==> config.mk <==
export PLATFORM = sky130hd
export DESIGN_NAME = segLoader
export DESIGN_NICKNAME = d
export VERILOG_FILES = /design/src/rtl/segLoaderPkg.sv /design/src/rtl/segLoaderCtrl.sv /design/src/rtl/segLoaderPath.sv /design/src/rtl/segLoader.sv
export SDC_FILE = /design/constraint.sdc
export NUM_CORES = 1
export LEC_CHECK = 0
export ABC_AREA = 1
export BUFFER_PORTS_ARGS = -buffer_cell sky130_fd_sc_hd__buf_2
export CAP_MARGIN = 30
export CORE_MARGIN = 4
export CORE_UTILIZATION = 50
export DETAILED_ROUTE_END_ITERATION = 10
export PLACE_DENSITY = 0.78
export SYNTH_ARGS = -nofsm -noshare
export SYNTH_HDL_FRONTEND = slang
export SYNTH_SLANG_ARGS = --single-unit
export TNS_END_PERCENT = 50
==> constraint.sdc <==
create_clock -name clk -period 9.6 [get_ports clk]
set_input_delay 2.4 -clock clk [delete_from_list [all_inputs] [get_ports clk]]
set_output_delay 2.4 -clock clk [all_outputs]
set_load 0.005 [all_outputs]
==> src/rtl/segLoaderPkg.sv <==
package segLoaderPkg;

  typedef enum logic [1:0] {
    FLT_NONE   = 2'd0,
    FLT_TABLE  = 2'd1,
    FLT_ABSENT = 2'd2,
    FLT_PRIV   = 2'd3
  } faultT;

  typedef enum logic [2:0] {
    ST_IDLE,
    ST_CHECK,
    ST_RDHI,
    ST_EVAL,
    ST_DECIDE
  } stateT;

  // strobes from control to datapath
  typedef struct packed {
    logic  latchReq;
    logic  rdLo;
    logic  rdHi;
    logic  capLo;
    logic  capHi;
    logic  commit;
    logic  wrBack;
    logic  finish;
    faultT code;
  } strobeT;

  // conditions reported by datapath
  typedef struct packed {
    logic idxOver;
    logic absent;
    logic privBad;
    logic accClear;
  } statusT;

endpackage

==> src/rtl/segLoaderCtrl.sv <==
module segLoaderCtrl
  import segLoaderPkg::*;
(
  input  logic   clk,
  input  logic   rstN,
  input  logic   loadReq,
  input  statusT sts,
  output strobeT stb
);

  stateT state, stateNext;

  always_ff @(posedge clk) begin
    if (!rstN) state <= ST_IDLE;
    else       state <= stateNext;
  end

  always_comb begin
    stb       = '0;
    stb.code  = FLT_NONE;
    stateNext = state;
    unique case (state)
      ST_IDLE: begin
        if (loadReq) begin
          stb.latchReq = 1'b1;
          stateNext    = ST_CHECK;
        end
      end
      ST_CHECK: begin
        if (sts.idxOver) begin
          stb.finish = 1'b1;
          stb.code   = FLT_TABLE;
          stateNext  = ST_IDLE;
        end else begin
          stb.rdLo  = 1'b1;
          stateNext = ST_RDHI;
        end
      end
      ST_RDHI: begin
        stb.capLo = 1'b1;
        stb.rdHi  = 1'b1;
        stateNext = ST_EVAL;
      end
      ST_EVAL: begin
        stb.capHi = 1'b1;
        stateNext = ST_DECIDE;
      end
      ST_DECIDE: begin
        stb.finish = 1'b1;
        stateNext  = ST_IDLE;
        if (sts.absent) begin
          stb.code = FLT_ABSENT;
        end else if (sts.privBad) begin
          stb.code = FLT_PRIV;
        end else begin
          stb.commit = 1'b1;
          stb.wrBack = sts.accClear;
        end
      end
      default: stateNext = ST_IDLE;
    endcase
  end

endmodule

==> src/rtl/segLoaderPath.sv <==
module segLoaderPath
  import segLoaderPkg::*;
#(
  parameter int SEG_COUNT = 4,
  parameter int SEG_W     = 2
)(
  input  logic             clk,
  input  logic             rstN,
  input  strobeT           stb,
  output statusT           sts,
  input  logic [15:0]      loadSel,
  input  logic [SEG_W-1:0] loadSeg,
  input  logic [1:0]       curPriv,
  input  logic [31:0]      gdtBase,
  input  logic [15:0]      gdtLimit,
  input  logic [31:0]      ldtBase,
  input  logic [15:0]      ldtLimit,
  output logic             memRdEn,
  output logic             memWrEn,
  output logic [31:0]      memAddr,
  output logic [31:0]      memWrData,
  input  logic [31:0]      memRdData,
  output logic             done,
  output logic [1:0]       faultCode,
  input  logic [SEG_W-1:0] chkSeg,
  input  logic [31:0]      chkOffset,
  output logic             chkValid,
  output logic [15:0]      chkSel,
  output logic [31:0]      chkBase,
  output logic [31:0]      chkLimit,
  output logic [31:0]      chkLinear,
  output logic             chkOk
);

  localparam logic [31:0] SMALL_TOP = 32'h0000_FFFF;
  localparam logic [31:0] BIG_TOP   = 32'hFFFF_FFFF;
  localparam int          ACC_BIT   = 8;

  // request latched at start
  logic [15:0]      reqSel;
  logic [SEG_W-1:0] reqSeg;
  logic [1:0]       reqCpl;
  logic [31:0]      loWord, hiWord;

  always_ff @(posedge clk) begin
    if (!rstN) begin
      reqSel <= '0;
      reqSeg <= '0;
      reqCpl <= '0;
      loWord <= '0;
      hiWord <= '0;
    end else begin
      if (stb.latchReq) begin
        reqSel <= loadSel;
        reqSeg <= loadSeg;
        reqCpl <= curPriv;
      end
      if (stb.capLo) loWord <= memRdData;
      if (stb.capHi) hiWord <= memRdData;
    end
  end

  // table selection and address
  logic        useLocal;
  logic [31:0] tblBase;
  logic [15:0] tblLimit;
  logic [15:0] lastByte;
  logic [31:0] descAddr;

  assign useLocal = reqSel[2];
  assign tblBase  = useLocal ? ldtBase : gdtBase;
  assign tblLimit = useLocal ? ldtLimit : gdtLimit;
  assign lastByte = {reqSel[15:3], 3'b111};
  assign descAddr = tblBase + {16'd0, reqSel[15:3], 3'b000};

  // descriptor decode
  logic [1:0]  descDpl;
  logic [1:0]  effPriv;
  logic [19:0] rawLimit;
  logic [31:0] effLimit;
  logic [31:0] descBase;
  logic        descExpDown;
  logic        descBig;

  assign descDpl     = hiWord[14:13];
  assign effPriv     = (reqCpl > reqSel[1:0]) ? reqCpl : reqSel[1:0];
  assign rawLimit    = {hiWord[19:16], loWord[15:0]};
  assign effLimit    = hiWord[23] ? {rawLimit, 12'hFFF} : {12'd0, rawLimit};
  assign descBase    = {hiWord[31:24], hiWord[7:0], loWord[31:16]};
  assign descExpDown = !hiWord[11] && hiWord[10];
  assign descBig     = hiWord[22];

  assign sts.idxOver  = lastByte > tblLimit;
  assign sts.absent   = !hiWord[15];
  assign sts.privBad  = effPriv > descDpl;
  assign sts.accClear = !hiWord[ACC_BIT];

  // memory port
  assign memRdEn   = stb.rdLo | stb.rdHi;
  assign memWrEn   = stb.wrBack;
  assign memAddr   = (stb.rdHi | stb.wrBack) ? (descAddr + 32'd4) : descAddr;
  assign memWrData = hiWord | (32'd1 << ACC_BIT);

  // completion
  always_ff @(posedge clk) begin
    if (!rstN) begin
      done      <= 1'b0;
      faultCode <= 2'd0;
    end else begin
      done      <= stb.finish;
      faultCode <= stb.finish ? stb.code : 2'd0;
    end
  end

  // segment register file (visible selector + hidden part)
  logic [SEG_COUNT-1:0] segValid;
  logic [SEG_COUNT-1:0] segExp;
  logic [SEG_COUNT-1:0] segBig;
  logic [15:0]          segSel   [SEG_COUNT];
  logic [31:0]          segBase  [SEG_COUNT];
  logic [31:0]          segLimit [SEG_COUNT];

  always_ff @(posedge clk) begin
    if (!rstN) begin
      segValid <= '0;
      segExp   <= '0;
      segBig   <= '0;
      for (int s = 0; s < SEG_COUNT; s++) begin
        segSel[s]   <= '0;
        segBase[s]  <= '0;
        segLimit[s] <= '0;
      end
    end else if (stb.commit) begin
      for (int s = 0; s < SEG_COUNT; s++) begin
        if (reqSeg == SEG_W'(s)) begin
          segValid[s] <= 1'b1;
          segExp[s]   <= descExpDown;
          segBig[s]   <= descBig;
          segSel[s]   <= reqSel;
          segBase[s]  <= descBase;
          segLimit[s] <= effLimit;
        end
      end
    end
  end

  // access check path: limit only, privilege already settled
  logic [31:0] upperBound;
  logic        inRange;

  assign chkValid   = segValid[chkSeg];
  assign chkSel     = segSel[chkSeg];
  assign chkBase    = segBase[chkSeg];
  assign chkLimit   = segLimit[chkSeg];
  assign chkLinear  = segBase[chkSeg] + chkOffset;
  assign upperBound = segBig[chkSeg] ? BIG_TOP : SMALL_TOP;
  assign inRange    = segExp[chkSeg]
                    ? ((chkOffset > segLimit[chkSeg]) && (chkOffset <= upperBound))
                    : (chkOffset <= segLimit[chkSeg]);
  assign chkOk      = chkValid && inRange;

endmodule

==> src/rtl/segLoader.sv <==
module segLoader
  import segLoaderPkg::*;
#(
  parameter int SEG_COUNT = 4,
  localparam int SEG_W    = (SEG_COUNT > 1) ? $clog2(SEG_COUNT) : 1
)(
  input  logic             clk,
  input  logic             rstN,
  input  logic             loadReq,
  input  logic [15:0]      loadSel,
  input  logic [SEG_W-1:0] loadSeg,
  input  logic [1:0]       curPriv,
  input  logic [31:0]      gdtBase,
  input  logic [15:0]      gdtLimit,
  input  logic [31:0]      ldtBase,
  input  logic [15:0]      ldtLimit,
  output logic             memRdEn,
  output logic             memWrEn,
  output logic [31:0]      memAddr,
  output logic [31:0]      memWrData,
  input  logic [31:0]      memRdData,
  output logic             done,
  output logic [1:0]       faultCode,
  input  logic [SEG_W-1:0] chkSeg,
  input  logic [31:0]      chkOffset,
  output logic             chkValid,
  output logic [15:0]      chkSel,
  output logic [31:0]      chkBase,
  output logic [31:0]      chkLimit,
  output logic [31:0]      chkLinear,
  output logic             chkOk
);

  strobeT stb;
  statusT sts;

  segLoaderCtrl uCtrl (
    .clk     (clk),
    .rstN    (rstN),
    .loadReq (loadReq),
    .sts     (sts),
    .stb     (stb)
  );

  segLoaderPath #(.SEG_COUNT(SEG_COUNT), .SEG_W(SEG_W)) uPath (
    .clk       (clk),
    .rstN      (rstN),
    .stb       (stb),
    .sts       (sts),
    .loadSel   (loadSel),
    .loadSeg   (loadSeg),
    .curPriv   (curPriv),
    .gdtBase   (gdtBase),
    .gdtLimit  (gdtLimit),
    .ldtBase   (ldtBase),
    .ldtLimit  (ldtLimit),
    .memRdEn   (memRdEn),
    .memWrEn   (memWrEn),
    .memAddr   (memAddr),
    .memWrData (memWrData),
    .memRdData (memRdData),
    .done      (done),
    .faultCode (faultCode),
    .chkSeg    (chkSeg),
    .chkOffset (chkOffset),
    .chkValid  (chkValid),
    .chkSel    (chkSel),
    .chkBase   (chkBase),
    .chkLimit  (chkLimit),
    .chkLinear (chkLinear),
    .chkOk     (chkOk)
  );

endmodule

# Word level (Yosys, flattened, before mapping)
# Memories as Yosys holds them, arrays and structs flattened.
# Cells that the tools add are included.
[classes] eq_ne=8 add_sub_neg=3 n_reduce_logical=12 bitwise_logic=14 mux=58 magnitude_cmp=7
[ops] op="$mux 32" n=12
[ops] op="$mux 16" n=5
[ops] op="$le 32x32->1" n=2
[ops] op="$add 32x16->32" n=1
[ops] op="$add 32x3->32 const B" n=1
[ops] op="$add 32x32->32" n=1
[ops] op="$gt 32x32->1" n=1
[ops] op="$mux 1" n=26
[ops] op="$gt 16x16->1" n=1
[ops] op="$mux 2" n=8
[ops] op="$or 1x1->1" n=14
[ops] op="$pmux 3 s4" n=1
[ops] op="$reduce_and 2->1" n=5
[ops] op="$bmux 1 s2" n=3
[ops] op="$eq 3x2->1 const B" n=2
[ops] op="$mux 3" n=2
[ops] op="$pmux 3 s2" n=1
[ops] op="$eq 2x2->1 const B" n=2
[ops] op="$gt 2x2->1" n=2
[ops] op="$eq 3x1->1 const B" n=1
[ops] op="$eq 3x3->1 const B" n=1
[ops] op="$logic_and 1x1->1" n=3
[ops] op="$logic_not 3->1" n=1
[ops] op="$lt 2x3->1 const B" n=1
[ops] op="4 further kinds" n=5
[word_totals] output_inout_bits=183 ram_bits=320 register_bits=102 in_bits=185 memories=3 word_cells=125
[mem_list] memory="uPath.segBase" words=4 width=32 read_ports=1 rd_clocked_by_memory_dff=0 write_ports=4 line="segLoaderPath.sv:120" source="logic [31:0] segBase [SEG_COUNT];"
[mem_list] memory="uPath.segLimit" words=4 width=32 read_ports=1 rd_clocked_by_memory_dff=0 write_ports=4 line="segLoaderPath.sv:121" source="logic [31:0] segLimit [SEG_COUNT];"
[mem_list] memory="uPath.segSel" words=4 width=16 read_ports=1 rd_clocked_by_memory_dff=0 write_ports=4 line="segLoaderPath.sv:119" source="logic [15:0] segSel [SEG_COUNT];"

# Depth between registers and ports, before layout
# Gate-level depths: netlist of run 1.
[logic_depth] ltp_word=10 depth_mapped=26 mapped_depth_nobuf=23

# Hierarchy
# Synthesis of run 1 repeated with hierarchy kept, for this count alone.
[hier_totals] cells_unflattened=2871 area_unflattened_um2=23759.0
[by_module_without_submodules] mod="segLoaderPath" seq_area_each_um2=11591.1 cells_each=2838 area_each_um2=23542.6 n_inst=1
[by_module_without_submodules] mod="segLoaderCtrl" seq_area_each_um2=60.1 cells_each=33 area_each_um2=216.5 n_inst=1

# Least setup slack after synthesis of run 1
# No wires, ideal clock.
[synth_timing] kind="input to output" startpoint="in chkSeg[0]" endpoint="out chkOk" t_arrival_ns=5.163 path_slack_ns=2.037 stages=15 required_time_ns=7.200 path_cell_list="clkbuf_1 -> clkbuf_1 -> clkbuf_1 -> a21oi_1 -> a21oi_1 -> ha_1 -> a21oi_1 -> o21ai_0 -> nand2_1 -> o211ai_1 -> nand2_1 -> o2111ai_1 -> a21boi_0 -> nor2_1 -> nor2_1"
[synth_via] elab_chain_cells=7
[synth_rtl] item="from (decl)" line="segLoader.sv:24" source="input logic [SEG_W-1:0] chkSeg,"
[synth_rtl] item="$bmux 1 s2" line="segLoaderPath.sv:156" source="assign upperBound = segBig[chkSeg] ? BIG_TOP : SMALL_TOP;"
[synth_rtl] item="$mux 1 (not written as such)" line="segLoaderPath.sv:156"
[synth_rtl] item="$mux 32" line="segLoaderPath.sv:156"
[synth_rtl] item="$le 32x32->1" line="segLoaderPath.sv:158" source="? ((chkOffset > segLimit[chkSeg]) && (chkOffset <= upperBound))"
[synth_rtl] item="$logic_and 1x1->1" line="segLoaderPath.sv:158"
[synth_rtl] item="$mux 1" line="segLoaderPath.sv:158"
[synth_rtl] item="$logic_and 1x1->1 (*)" line="segLoaderPath.sv:160" source="assign chkOk = chkValid && inRange;"
[synth_rtl] item="to (decl)" line="segLoader.sv:31" source="output logic chkOk"
# Mark *: on every way between the ends. The rest lies on a longest branch, timed or not. The select of a mux whose other input is x is not followed.

# Final worst setup path of run 1
# Same ends and word-level chain as after synthesis.

==> results of run 1 <==
cell type report:
class | instances | area (sq um) | share of cell area (%)
flip-flops and latches | 422 | 11700 | 43.0
multi-input cells | 1986 | 10300 | 38.1
repair buffers | 393 | 2130 | 7.85
clock buffers | 55 | 1150 | 4.25
inverters | 237 | 893 | 3.29
well taps | 607 | 759 | 2.80
clock inverters | 23 | 199 | 0.734
diodes | 3 | 7.51 | 0.0277
cell usage in the layout, fill, tap and decap left out, types with 4 or more instances in the layout:
master     netlist  routed
nand2_4          4       5
inv_6            0       4
nand2_2         28      32
xnor2_1         14      14
nand3_2          4       4
buf_16           0       4
dfxtp_1        102     101
nand3b_1         6       6
nand4_1         33      33
nand2_1        512     507
clkinv_2         0      10
edfxtp_1       320     320
clkinv_1         2       4
nor2_1         578     578
a32oi_1         32      32
nor3_1          14      14
a21oi_1        163     163
o21a_1           9       9
nand3_1         78      77
buf_2            1     365
ha_1           111     111
mux2i_1         21      21
clkbuf_16        0      43
xor2_1          36      36
nor2_2          10      10
o22ai_1         58      58
inv_1          231     231
clkbuf_1       116       9
and2_1           4       4
or2_4            1       4
buf_4           32      23
o21ai_0        219     219
nor2_4          13      13
cells by family (layout without fill, tap and decap cells):
family          Yosys count  count (layout)  synth area share (%)
simple gates           1297            1297                  22.9
compound gates          504             504                  11.9
flops                   422             422                  49.4
buf+inv                 398             708                  6.98
fa+ha+maj               113             113                  6.06
xor+xnor                 50              50                  1.86
mux                      21              21                 0.891
other cells               1               4                0.0159
synthesized netlist by cell type, types with 5 or more instances:
library cell and instances:
a21oi_1 163, a32oi_1 32, buf_1 8, buf_4 32, clkbuf_1 116, dfxtp_1 102
edfxtp_1 320, ha_1 111, inv_1 231, mux2i_1 21, nand2_1 512, nand2_2 28
nand3_1 78, nand3b_1 6, nand4_1 33, nor2_1 578, nor2_2 10, nor2_4 13
nor3_1 14, o21a_1 9, o21ai_0 219, o22ai_1 58, or2_2 5, xnor2_1 14
xor2_1 36
power by group through the flow:
stage | clock network (mW) | registers [mW] | logic [mW]
floorplan | 0 | 2.09 | 0.607
global placement | 0 | 2.10 | 0.958
detailed placement | 0 | 2.11 | 0.981
CTS | 1.62 | 2.07 | 0.989
global route | 1.70 | 2.07 | 1.10
finish | 1.62 | 2.07 | 1.00
worst register-to-register path: stages (launching register included):
cell and delay (ns):
dfxtp_1 0.29, inv_1 0.19, ha_1 0.30, nor2_1 0.10, o22ai_1 0.08, nand2_1 0.06
o21ai_0 0.08, ha_1 0.27, nand2_1 0.05, nand2_1 0.16, nand2_1 0.12, nor2_1 0.24
nand2_1 0.14, nand2_4 0.53, buf_4 0.71
per-stage QoR:
stage | cell area, sq um | hold slack (ns) | util [%] | power (mW) | worst slack, ns
2_1_floorplan | 23600 | 0.419 | - | 2.70 | 2.04
3_3_place_gp | 25600 | 0.429 | 55.1 | 3.06 | 1.44
3_5_place_dp | 25800 | 0.434 | 55.3 | 3.09 | 1.36
4_1_cts | 27100 | 0.446 | 58.2 | 4.67 | 1.35
5_1_grt | 27100 | 0.465 | 58.2 | 4.87 | 1.06
6_report | 27100 | 0.443 | 58.2 | 4.69 | 1.29
sequential cells by signal (all words and copies together) (netlist names):
| register | count |
|---|---|
| uPath.reqSeg | 2 |
| uPath.done | 1 |
| uPath.segBig | 4 |
| uPath.segValid | 4 |
| uPath.reqCpl | 2 |
| uPath.segBase | 128 |
| uPath.hiWord | 32 |
| uCtrl.state | 3 |
| uPath.segExp | 4 |
| uPath.loWord | 32 |
| uPath.faultCode | 2 |
| uPath.segLimit | 128 |
| uPath.segSel | 64 |
| uPath.reqSel | 16 |
worst paths after layout:
path                          endpoint  cells after the start              start  slack (ns)
setup / recovery                 chkOk                     17          chkSeg[0]        1.29
hold reg to reg      uPath.segValid[1]                      2  uPath.segValid[1]        0.44
hold / removal       uPath.segValid[1]                      2  uPath.segValid[1]        0.44
setup reg to reg  uPath.segBase[0][22]                     14    uPath.reqSel[1]        5.88
routing by layer:
layer	global-route usage (%)	part of all wire, %	vias up
met2	48.5	47	1202
met1	39.0	39	10200
met4	10.1	3.7	10
met5	0	0.091	-
li1	-	-	9935
met3	6.38	11	167
==> impl_metrics.ini, run 1 <==
[run_status]
outcome = finished clean

[global_route]
grtUsageTotal_pct = 29.5
grt_pass1_vias = 20600
grt_pass1_wl_um = 117000
antenna_found_initial = 5
grt_start_max_net_pins = 170
overflow = 0

[worst_setup_path]
critPathLaunchType = input port
critPathBufInv = 5
required_ns = 7.20
path_cells = buf_4 > inv_4 > buf_4 > nand2_1 > a32oi_1 > inv_1 > ha_1 > nand4_1 > nor3_1 > and3_1 > nand2_1 > nand2_1 > nand2_1 > nand2_1 > nand2_1 > nor2_1 > buf_2
worst_path_max_delay_cell = inv_4
end_kind = output port
slowest_delay_ns = 0.61
path_class = in2out
crit_top_cell = nand2_1
path_max_fanout = 92
arrival_ns = 5.91
crit_family = buffers and inverters

[flow_run]
drv_cap = 0

[power]
pwr-share-comb_pct = 21.4
swShare_pct = 30.1
p_switching_mw = 1.41
powerDensity_nw_per_um2 = 173
p_seq_share_pct = 44.1
p_int_mw = 3.27
p_clk_share_pct = 34.5
ir_worst_vdd_v = 0.000123
p_leak_nw = 11.4

[layout]
drive_gt1_share_pct = 17.3
nets = 3380
stdcell_count = 3726
fillCellCount = 4039
area_growth_pct = 15.0

[die]
placementRows = 79
fp.dieW_um = 225
core-area_sq_um = 46600
floorplan.die_area_sq_um = 50700
die_y_um = 225
ios = 368
start_util_pct = 50.6

[worst_hold_path]
hold_path_class = reg2reg

[synth]
ys_types = 53
ys_ff_latch = 422
synth_nets = 3104
synth-main-ff-cell = edfxtp_1
synth_area_sq_um = 23600
synth_largest_area_cell = edfxtp_1
yosysTopAreaCellShare_pct = 40.8
yosysSeqAreaShare_pct = 49.4
ys_top_cells_by_area = edfxtp_1 41%, nor2_1 9.2%, dfxtp_1 8.7%
synthCells = 2806
synthArstFlopShare_pct = 0
synth_edf_count = 320
syn_avg_cell_area_sq_um = 8.40
yosys_warnings = 0

[placement]
dpl.hpwl_um = 55800
routabilityCongestion = 0.982
numPortBuffers = 366
placed_cells = 3645

[drt]
ant_nets = 0
num_vias = 21600
wl_per_cell_um = 21.0
post-route-drc-count = 0
dr.pass1.iters = 6
vias_per_cell = 5.78
drt_iter0_drc = 2465
drt-total-wl_um = 78200

[clock_tree]
cts_tree = yes
numCtsBuffers = 42
cts.repair.resized = 0
clockBufferDepth = 3
ctsHoldBuffers = 0
htreeDepth = 2
cts_sinks = 422
cts_setup_buffers = 0
cts.reportedPaths.clkPinSlew_ns = 0.06
clk_latency_ns = 0.56
root_buffer = clkbuf_16

[sta]
final_hold_viol_count = 0
tightest_slew_ns = 1.01
rsz0062_at_grt = false
finalSetupViolCount = 0
timing.fmax_ghz = 0.120
post-route-min-period_ns = 8.31
setup_tns_ns = 0
finClkSkew_ns = 0.0294
fin_crit_sh_pct = 86.6
slew_headroom_pct = 32.3
drv_slew = 0
Note: power is estimated with default switching activity, not from simulation.
==> run 2: changes to the inputs <==
- CORE_UTILIZATION: 50 -> 40
- PLACE_DENSITY: 0.78 -> 0.66
- SLEW_MARGIN: not set -> 20
==> impl_metrics.ini, run 2 (same netlist as run 1, synthesis figures left out) <==
[drt]
ant_nets = 0
wl_per_cell_um = 20.5
drt_iter0_drc = 1784
vias_per_cell = 5.34
num_vias = 20800
drt-total-wl_um = 79900
post-route-drc-count = 0
dr.pass1.iters = 6

[die]
fp.dieW_um = 251
placementRows = 88
ios = 368
floorplan.die_area_sq_um = 62900
die_y_um = 251
start_util_pct = 40.6
core-area_sq_um = 58000

[global_route]
grtUsageTotal_pct = 24.3
antenna_found_initial = 5
grt.met2_usage_pct = 39.0
met1_usage_pct = 33.5
grt_pass1_vias = 19700
grt-busiest-layer = met2
overflow = 0
grt_start_max_net_pins = 127
grt_use_met3_pct = 5.61
grt_pass1_wl_um = 120000

[placement]
dpl.hpwl_um = 56800
placed_area_sq_um = 25900
dp_worst_setup_slack_ns = 1.17
placed_cells = 3801
numPortBuffers = 366
routabilityCongestion = 0.943

[worst_setup_path]
required_ns = 7.20
path_class = in2out
end_kind = output port
path_max_fanout = 79
critPathLaunchType = input port
arrival_ns = 6.09

[clock_tree]
root_buffer = clkbuf_16
cts_sinks = 422
clk_latency_ns = 0.57
clockBufferDepth = 3
cts_tree = yes
cts.reportedPaths.clkPinSlew_ns = 0.06
htreeDepth = 2
ctsHoldBuffers = 0
cts.repair.resized = 0
cts_setup_buffers = 0
numCtsBuffers = 47

[sta]
finalSetupViolCount = 0
setup_tns_ns = 0
rsz0062_at_grt = false
finClkSkew_ns = 0.0139
drv_slew = 0
timing.fmax_ghz = 0.118
slew_headroom_pct = 31.1
tightest_slew_ns = 1.03
final_hold_viol_count = 0
fin_crit_sh_pct = 88.4
post-route-min-period_ns = 8.49
finalWorstSetupSlack_ns = 1.11

[flow_run]
drv_cap = 0

[layout]
nets = 3384
area_growth_pct = 16.5
final_common_cell = nor2_1
largest_registers = uPath.segBase x128, uPath.segLimit x128, uPath.segSel x64
finish.utilization_pct = 47.4
postLayoutCellArea_sq_um = 27500
layout_common_cells = 578 x nor2_1, 507 x nand2_1, 364 x buf_2
stdcell_count = 3892
drive_gt1_share_pct = 17.2

[power]
p_switching_mw = 1.44
powerDensity_nw_per_um2 = 179
swShare_pct = 29.3
p_clk_share_pct = 37.7
ir_worst_vdd_v = 0.000113
p_int_mw = 3.47
p_leak_nw = 11.5
pwr-share-comb_pct = 20.3
p_seq_share_pct = 42.0

[run_status]
outcome = finished clean

[worst_hold_path]
hold_path_class = reg2reg
run 2: changes by cell type in the layout (fill, tap and decap cells not counted), sizes merged:
cell	before	now
clkinv	16	15
clkbuf	55	65
buf	393	392
bufinv	2	6
inv	239	237
clkinvlp	3	1
run 2: worst paths after layout:
check	from	to	slack, ns	cells past startpoint
min	uPath.segValid[2]	uPath.segValid[2]	0.44	2
min reg2reg	uPath.segValid[2]	uPath.segValid[2]	0.44	2
max	chkSeg[0]	chkOk	1.11	18
max reg2reg	uPath.reqSel[1]	uPath.segLimit[1][18]	5.79	13
run 2: power groups by stage:
stage	clock network (mW)	registers (mW)	logic (mW)
6_report	1.85	2.07	0.996
5_1_grt	1.95	2.07	1.10
4_1_cts	1.87	2.07	0.993
3_5_place_dp	0	2.10	0.988
3_3_place_gp	0	2.10	0.984
2_1_floorplan	0	2.09	0.607
run 2: through the flow:
step                hold WS, ns  power [mW]
floorplan                 0.419        2.70
global placement          0.427        3.09
detailed placement        0.431        3.09
CTS                       0.441        4.93
global route              0.480        5.13
finish                    0.440        4.92
run 2: cell type report:
cell class	count	area, sq um
fillers	5664	30500
diodes	3	7.51
multi-input cells	1986	10300
inverters	237	893
clock buffers	65	1310
repair buffers	392	2060
well taps	765	957
clock inverters	22	262
flip-flops and latches	422	11700
run 2: layer usage:
metal  up-vias  share of wire [%]
li1       9975                  -
met1      9839                 43
met2       839                 45
met3       129                8.5
met4         4                2.6
met5         -              0.043
run 2: critical path, cell delays in order:
cell and delay [ns]:
buf_4 0.26, inv_4 0.65, buf_4 0.44, buf_4 0.37, nand2_1 0.09, a32oi_1 0.24
inv_1 0.07, ha_1 0.31, nand4_1 0.13, nor3_1 0.23, and3_1 0.23, nand2_1 0.06
nand2_1 0.05, nand2_1 0.10, nand2_1 0.08, nand2_1 0.05, nor2_1 0.12, buf_2 0.13
